--- src/rtl/i2c_rx_pkg.sv ---
package i2c_rx_pkg;
  typedef enum logic [2:0] {
    ST_IDLE, ST_ADDR, ST_ADDR_ACK, ST_DATA, ST_DATA_ACK, ST_SKIP
  } rxState_t;

  typedef struct packed {
    logic clearFlags;
    logic cntClr;
    logic shiftEn;
    logic evalAddr;
    logic storeData;
    logic ackSet;
    logic ackClr;
  } rxStrobe_t;
endpackage

--- src/rtl/i2c_rx_datapath.sv ---
module i2c_rx_datapath
  import i2c_rx_pkg::*;
#(
  parameter int BYTE_W      = 8,
  parameter int ADDR_W      = 7,
  parameter int SYNC_STAGES = 2
) (
  input  logic              clk,
  input  logic              rstN,
  input  logic              sclIn,
  input  logic              sdaIn,
  input  logic [ADDR_W-1:0] ownAddr,
  input  logic              rearm,
  input  rxStrobe_t         strobe,
  output logic              startDet,
  output logic              stopDet,
  output logic              sclRise,
  output logic              sclFall,
  output logic              bitLast,
  output logic              addrHit,
  output logic              armed,
  output logic              irq,
  output logic              genCallFlag,
  output logic              addrMatchFlag,
  output logic              sdaPullLow,
  output logic [BYTE_W-1:0] rxData,
  output logic              rxValid
);
  localparam int CNT_W = $clog2(BYTE_W + 1);

  logic [SYNC_STAGES-1:0] sclPipe, sdaPipe;
  logic                   sclPrev, sdaPrev, sclNow, sdaNow;
  logic [BYTE_W-1:0]      shiftReg, nextByte;
  logic [CNT_W-1:0]       bitCnt;
  logic                   isGenCall, isOwn;

  // synchronizers reset high so an idle bus gives no false edge
  always_ff @(posedge clk or negedge rstN) begin
    if (!rstN) begin
      sclPipe <= '1;
      sdaPipe <= '1;
      sclPrev <= 1'b1;
      sdaPrev <= 1'b1;
    end else begin
      sclPipe <= {sclPipe[SYNC_STAGES-2:0], sclIn};
      sdaPipe <= {sdaPipe[SYNC_STAGES-2:0], sdaIn};
      sclPrev <= sclNow;
      sdaPrev <= sdaNow;
    end
  end

  assign sclNow   = sclPipe[SYNC_STAGES-1];
  assign sdaNow   = sdaPipe[SYNC_STAGES-1];
  assign startDet = sclNow && sclPrev && sdaPrev && !sdaNow;
  assign stopDet  = sclNow && sclPrev && !sdaPrev && sdaNow;
  assign sclRise  = sclNow && !sclPrev;
  assign sclFall  = !sclNow && sclPrev;

  assign nextByte  = {shiftReg[BYTE_W-2:0], sdaNow};
  assign isGenCall = (nextByte == '0);
  assign isOwn     = !isGenCall && (nextByte[BYTE_W-1:1] == ownAddr) && !nextByte[0];
  assign addrHit   = isGenCall || isOwn;
  assign bitLast   = (bitCnt == CNT_W'(BYTE_W - 1));

  always_ff @(posedge clk or negedge rstN) begin
    if (!rstN) begin
      shiftReg <= '0;
      bitCnt   <= '0;
    end else if (strobe.cntClr) begin
      bitCnt <= '0;
    end else if (strobe.shiftEn) begin
      shiftReg <= nextByte;
      bitCnt   <= bitCnt + 1'b1;
    end
  end

  always_ff @(posedge clk or negedge rstN) begin
    if (!rstN) begin
      genCallFlag   <= 1'b0;
      addrMatchFlag <= 1'b0;
      irq           <= 1'b0;
    end else begin
      irq <= 1'b0;
      if (strobe.clearFlags) begin
        genCallFlag   <= 1'b0;
        addrMatchFlag <= 1'b0;
      end else if (strobe.evalAddr) begin
        genCallFlag   <= isGenCall;
        addrMatchFlag <= isOwn;
        irq           <= addrHit;
      end
    end
  end

  always_ff @(posedge clk or negedge rstN) begin
    if (!rstN) begin
      rxData  <= '0;
      rxValid <= 1'b0;
      armed   <= 1'b0;
    end else if (strobe.storeData) begin
      rxData  <= nextByte;
      rxValid <= 1'b1;
      armed   <= 1'b0;
    end else if (strobe.clearFlags) begin
      armed <= 1'b0;
    end else if (rearm) begin
      rxValid <= 1'b0;
      armed   <= 1'b1;
    end
  end

  always_ff @(posedge clk or negedge rstN) begin
    if (!rstN)              sdaPullLow <= 1'b0;
    else if (strobe.ackClr) sdaPullLow <= 1'b0;
    else if (strobe.ackSet) sdaPullLow <= 1'b1;
  end
endmodule

--- src/rtl/i2c_rx_ctrl.sv ---
module i2c_rx_ctrl
  import i2c_rx_pkg::*;
(
  input  logic      clk,
  input  logic      rstN,
  input  logic      startDet,
  input  logic      stopDet,
  input  logic      sclRise,
  input  logic      sclFall,
  input  logic      bitLast,
  input  logic      addrHit,
  input  logic      armed,
  input  logic      ackEnable,
  output rxStrobe_t strobe,
  output logic      inSession
);
  rxState_t state, nextState;
  logic     ackWant, nextWant, ackPhase, nextPhase;

  always_ff @(posedge clk or negedge rstN) begin
    if (!rstN) begin
      state    <= ST_IDLE;
      ackWant  <= 1'b0;
      ackPhase <= 1'b0;
    end else begin
      state    <= nextState;
      ackWant  <= nextWant;
      ackPhase <= nextPhase;
    end
  end

  always_comb begin
    strobe    = '0;
    nextState = state;
    nextWant  = ackWant;
    nextPhase = ackPhase;
    if (startDet) begin
      strobe.clearFlags = 1'b1;
      strobe.cntClr     = 1'b1;
      strobe.ackClr     = 1'b1;
      nextState         = ST_ADDR;
      nextPhase         = 1'b0;
    end else if (stopDet) begin
      strobe.ackClr = 1'b1;
      nextState     = ST_IDLE;
    end else begin
      unique case (state)
        ST_ADDR: if (sclRise) begin
          strobe.shiftEn = 1'b1;
          if (bitLast) begin
            strobe.evalAddr = 1'b1;
            nextWant        = ackEnable;
            nextPhase       = 1'b0;
            nextState       = addrHit ? ST_ADDR_ACK : ST_SKIP;
          end
        end
        ST_DATA: if (sclRise) begin
          strobe.shiftEn = 1'b1;
          if (bitLast) begin
            strobe.storeData = armed;
            nextWant         = armed && ackEnable;
            nextPhase        = 1'b0;
            nextState        = ST_DATA_ACK;
          end
        end
        ST_ADDR_ACK, ST_DATA_ACK: if (sclFall) begin
          if (!ackPhase) begin
            strobe.ackSet = ackWant;
            nextPhase     = 1'b1;
          end else begin
            strobe.ackClr = 1'b1;
            strobe.cntClr = 1'b1;
            nextState     = ST_DATA;
          end
        end
        default: ;
      endcase
    end
  end

  assign inSession = (state != ST_IDLE);
endmodule

--- src/rtl/i2c_slave_rx.sv ---
module i2c_slave_rx
  import i2c_rx_pkg::*;
#(
  parameter int BYTE_W      = 8,
  parameter int SYNC_STAGES = 2
) (
  input  logic              clk,
  input  logic              rstN,
  input  logic              sclIn,
  input  logic              sdaIn,
  input  logic [BYTE_W-2:0] ownAddr,
  input  logic              ackEnable,
  input  logic              rearm,
  output logic              sdaPullLow,
  output logic              irq,
  output logic              genCallFlag,
  output logic              addrMatchFlag,
  output logic              inSession,
  output logic [BYTE_W-1:0] rxData,
  output logic              rxValid
);
  localparam int ADDR_W = BYTE_W - 1;

  rxStrobe_t strobe;
  logic startDet, stopDet, sclRise, sclFall, bitLast, addrHit, armed;

  i2c_rx_ctrl u_ctrl (
    .clk(clk), .rstN(rstN), .startDet(startDet), .stopDet(stopDet),
    .sclRise(sclRise), .sclFall(sclFall), .bitLast(bitLast),
    .addrHit(addrHit), .armed(armed), .ackEnable(ackEnable),
    .strobe(strobe), .inSession(inSession)
  );

  i2c_rx_datapath #(.BYTE_W(BYTE_W), .ADDR_W(ADDR_W), .SYNC_STAGES(SYNC_STAGES)) u_dp (
    .clk(clk), .rstN(rstN), .sclIn(sclIn), .sdaIn(sdaIn), .ownAddr(ownAddr),
    .rearm(rearm), .strobe(strobe), .startDet(startDet), .stopDet(stopDet),
    .sclRise(sclRise), .sclFall(sclFall), .bitLast(bitLast), .addrHit(addrHit),
    .armed(armed), .irq(irq), .genCallFlag(genCallFlag),
    .addrMatchFlag(addrMatchFlag), .sdaPullLow(sdaPullLow),
    .rxData(rxData), .rxValid(rxValid)
  );
endmodule

--- config.mk ---
export PLATFORM = sky130hd
export DESIGN_NAME = i2c_slave_rx
export DESIGN_NICKNAME = d
export VERILOG_FILES = /design/src/rtl/i2c_rx_pkg.sv /design/src/rtl/i2c_rx_datapath.sv /design/src/rtl/i2c_rx_ctrl.sv /design/src/rtl/i2c_slave_rx.sv
export SDC_FILE = /design/constraint.sdc
export NUM_CORES = 1
export LEC_CHECK = 0
export BUFFER_PORTS_ARGS = -buffer_cell sky130_fd_sc_hd__buf_2
export CAP_MARGIN = 0
export CORE_MARGIN = 2
export CORE_UTILIZATION = 40
export CTS_CLUSTER_SIZE = 40
export DETAILED_ROUTE_END_ITERATION = 6
export GPL_TIMING_DRIVEN = 0
export MAX_ROUTING_LAYER = met4
export SYNTH_ARGS = -nofsm -noshare
export SYNTH_HDL_FRONTEND = slang
export SYNTH_HIERARCHICAL = 1
export SYNTH_SLANG_ARGS = --single-unit
--- constraint.sdc ---
create_clock -name clk -period 2.7 [get_ports clk]
set_input_delay 0.81 -clock clk [delete_from_list [all_inputs] [get_ports clk]]
set_output_delay 0.81 -clock clk [all_outputs]
set_load 0.02 [all_outputs]
==> run_results.csv <==
group,metric,value,unit
clocking,cts-buffers-inserted,5,
floorplan,dieArea,4560,um2
logic_synthesis,syn-instance-count,134,
floorplan,start_util,40.9,%
clocking,cts_tree,"yes",
global_routing,track_usage,15.9,%
timing,period_share,87.6,%
global_routing,grt_pass1_wl,5080,um
critical_path,rr_worst_depth,7,
routing,viasPerCell,5.16,
routing,totalWireLength,3020,um
logic_synthesis,synth_nets,148,
floorplan,dieWidth,67.5,um
placement,routabilityCongestion,0.854,
clocking,clkLatencyLatePin,0.30,ns
min_path,hold_class,"reg2reg",
power,powerDensity,759,nW/um2
min_path,hold_end,"u_dp/sdaPipe[1]$_DFF_PN1_",
floorplan,boundaryPins,27,
clocking,cts_post_setup_buffers_inserted,0,
timing,period_needed,2.37,ns
global_routing,grt_pass1_vias,1066,
cells_and_area,n_antenna_cell,0,
routing,wl_per_cell,13.8,um
power,finalPower,1.44,mW
logic_synthesis,avgSynthCellArea,12.0,um2
placement,place_area,1810,um2
global_routing,grt-ovfl-total,0,
routing,drtPass1Iterations,4,
routing,post-route-drc-count,0,
timing,setup_tns,0,ns
logic_synthesis,yosysSeqAreaShare,56.3,%
critical_path,r2r_setup_slack,0.33,ns
timing,hold_violations,0,
floorplan,fp.dieH,67.5,um
clocking,cts_hold_buf,0,
critical_path,crit_type,"reg2reg",
timing,setup_viol,0,
routing,num_vias,1124,
critical_path,r2r_end,"u_dp/shiftReg[3]$_DFFE_PN0P_",
logic_synthesis,yosysUniqueCellTypes,34,
timing,rsz0062_at_grt,"no",
floorplan,rows,23,
routing,drt_iter0_drc,65,
min_path,min_from,"u_dp/sdaPipe[0]$_DFF_PN1_",
cells_and_area,drive_gt1_share,38.1,%
cells_and_area,fin_area,1890,um2
cells_and_area,fin_cells,218,
run,maxCapViolCount,0,
cells_and_area,area_growth,17.3,%
timing,skew,0.00995,ns
min_path,holdPathStages,0,
critical_path,crit_fanout,7,
logic_synthesis,ys_ff_latch,36,
placement,place_hpwl,2130,um
timing,slew_headroom,47.4,%
run_status,outcome,"finished, final reports clean",
critical_path,critPathArrivalTime,2.54,ns
critical_path,worstPathRequired,2.87,ns
routing,ant_nets,0,
placement,placed_cells,210,
cells_and_area,fin_nets,181,
critical_path,regToRegStartpoint,"u_dp/sclPipe[1]$_DFF_PN1_",
global_routing,grt_max_degree,37,
global_routing,antenna_found_initial,0,
clocking,cts_buffer_depth,2,
logic_synthesis,synth_area,1610,um2
timing,finalMaxSlewViolations,0,
timing,worstMarginPinSlew,0.788,ns
critical_path,start_kind,"flop",
timing,fmax,423,MHz
clocking,cts_sinks,36,
floorplan,core_area,3940,um2
logic_synthesis,yosys_warnings,6,
clocking,htree_levels,2,
clocking,cts_resized,0,
critical_path,critPathCaptureType,"flop",
power,leakagePower,0.923,nW
placement,port_buffers,26,
power,ir_worst_vdd,0.375,mV
clocking,clkTransAtPathRegs,0.06,ns
clocking,root_buffer,"clkbuf_8",
-- per-stage QoR --
step	util [%]	setup WS (ns)	hold slack, ns
after floorplan	-	0.484	0.345
after global placement	45.8	0.118	0.347
after detailed placement	45.8	0.129	0.348
after CTS	47.9	0.0997	0.359
after global routing	48.0	0.165	0.365
final	48.0	0.335	0.357
-- cell type report --
class	count	area [um2]
Timing Repair Buffer	26	130
Buffer	3	17.5
Clock buffer	7	76.3
Clock inverter	1	5.00
Fill cell	360	2050
Sequential cell	36	908
Inverter	3	11.3
Tap cell	50	62.6
Multi-Input combinational cell	92	681
-- sequential cells by signal, summed over array words and instances (netlist names), 2 cells and up --
name	flops
u_dp/sclPipe	2
u_dp/bitCnt	4
u_ctrl/state	3
u_dp/sdaPipe	2
u_dp/shiftReg	7
u_dp/rxData	8
-- worst max-delay path by stage --
stage / startpoint / to / cells past startpoint
after global routing: u_dp/sdaPipe[1]$_DFF_PN1_ / u_dp/shiftReg[3]$_DFFE_PN0P_ / 6
final: u_dp/sclPipe[1]$_DFF_PN1_ / u_dp/shiftReg[3]$_DFFE_PN0P_ / 7
after global placement: u_dp/sclPipe[1]$_DFF_PN1_ / u_dp/shiftReg[2]$_DFFE_PN0P_ / 7
after CTS: u_dp/sclPipe[1]$_DFF_PN1_ / u_dp/shiftReg[3]$_DFFE_PN0P_ / 7
after detailed placement: u_dp/sclPipe[1]$_DFF_PN1_ / u_dp/shiftReg[3]$_DFFE_PN0P_ / 7
after floorplan: u_dp/sclPipe[1]$_DFF_PN1_ / u_dp/shiftReg[0]$_DFFE_PN0P_ / 7
-- worst max-delay path, cell delays in order, from the launching register on --
cell and delay (ns):
dfstp_2 0.55, nand2_1 0.08, nor3b_1 0.45, nor2_1 0.20, and4b_1 0.31, nand2b_1 0.10
buf_2 0.20, mux2_2 0.36
-- power by group --
group | internal [mW] | leakage (nW) | switching [mW]
registers | 0.644 | 0.454 | 0.126
clock network | 0.181 | 0.0422 | 0.185
logic | 0.153 | 0.427 | 0.147
total | 0.978 | 0.923 | 0.458
-- placed cells by master (no fill, tap or decap) --
master,instances
clkinv_2,1
nand3_1,2
nor2_1,11
and4b_1,3
xor2_1,9
nor3_1,1
a21oi_1,3
ha_1,1
dfstp_2,6
a22oi_1,1
nor3b_2,1
inv_1,3
o21bai_1,2
clkbuf_8,5
nor2b_1,2
buf_2,28
xnor2_1,2
nand2_1,12
and3_2,1
o32ai_1,1
clkbuf_1,2
o21ai_0,3
buf_4,1
mux2_2,15
a21o_1,2
nor3b_1,2
or3_2,1
a32o_1,1
dfrtp_1,30
mux2i_1,1
nor4_2,2
a311oi_1,1
a2111oi_2,1
nor4_1,2
nor2_2,1
nand2b_1,5
a31o_2,1
nand4_1,2
-- cells in the mapped netlist (all sizes together) --
cell type  number  share of area, %
nor4            4               2.3
o32ai           1              0.54
a21o            2              0.93
nand4           2              0.78
o21bai          2              0.93
a31o            1              0.54
a311oi          1              0.54
a22oi           1              0.47
mux2i           1              0.62
dfrtp          30                47
nor2           12               2.9
xor2            9               4.9
nand3           2              0.62
a2111oi         1              0.93
o21ai           3              0.93
and4b           3               1.9
or3             1              0.47
ha              1              0.78
nor3b           3               1.4
mux2           15                10
inv             3              0.70
a32o            1              0.62
nor2b           2              0.78
nand2          12               2.8
xnor2           2               1.1
dfstp           6               9.8
a21oi           3              0.93
buf             3               1.1
nand2b          5               1.9
nor3            1              0.31
and3            1              0.47
-- routing by layer --
metal	vias up	track usage, %	share of wire, %	wire, um
li1	535	-	-	-
met4	0	6.12	1.3	40
met1	561	21.4	46	1380
met5	-	-	0	0
met3	3	6.50	5.3	159
met2	25	21.3	48	1440
-- logic make-up (layout without fill, tap and decap cells) --
group / count (synthesis) / count (layout) / synth area share, %
AND/OR/NAND/NOR: 48 / 48 / 16.7
flip-flops: 36 / 36 / 56.3
AO/OA/AOI/OAI: 16 / 16 / 7.37
multiplexers: 16 / 16 / 11.1
XOR/XNOR: 11 / 11 / 5.97
buffers and inverters: 6 / 40 / 1.78
adder cells (fa/ha/maj): 1 / 1 / 0.776
No activity file was read; power rests on OpenSTA's default activity.
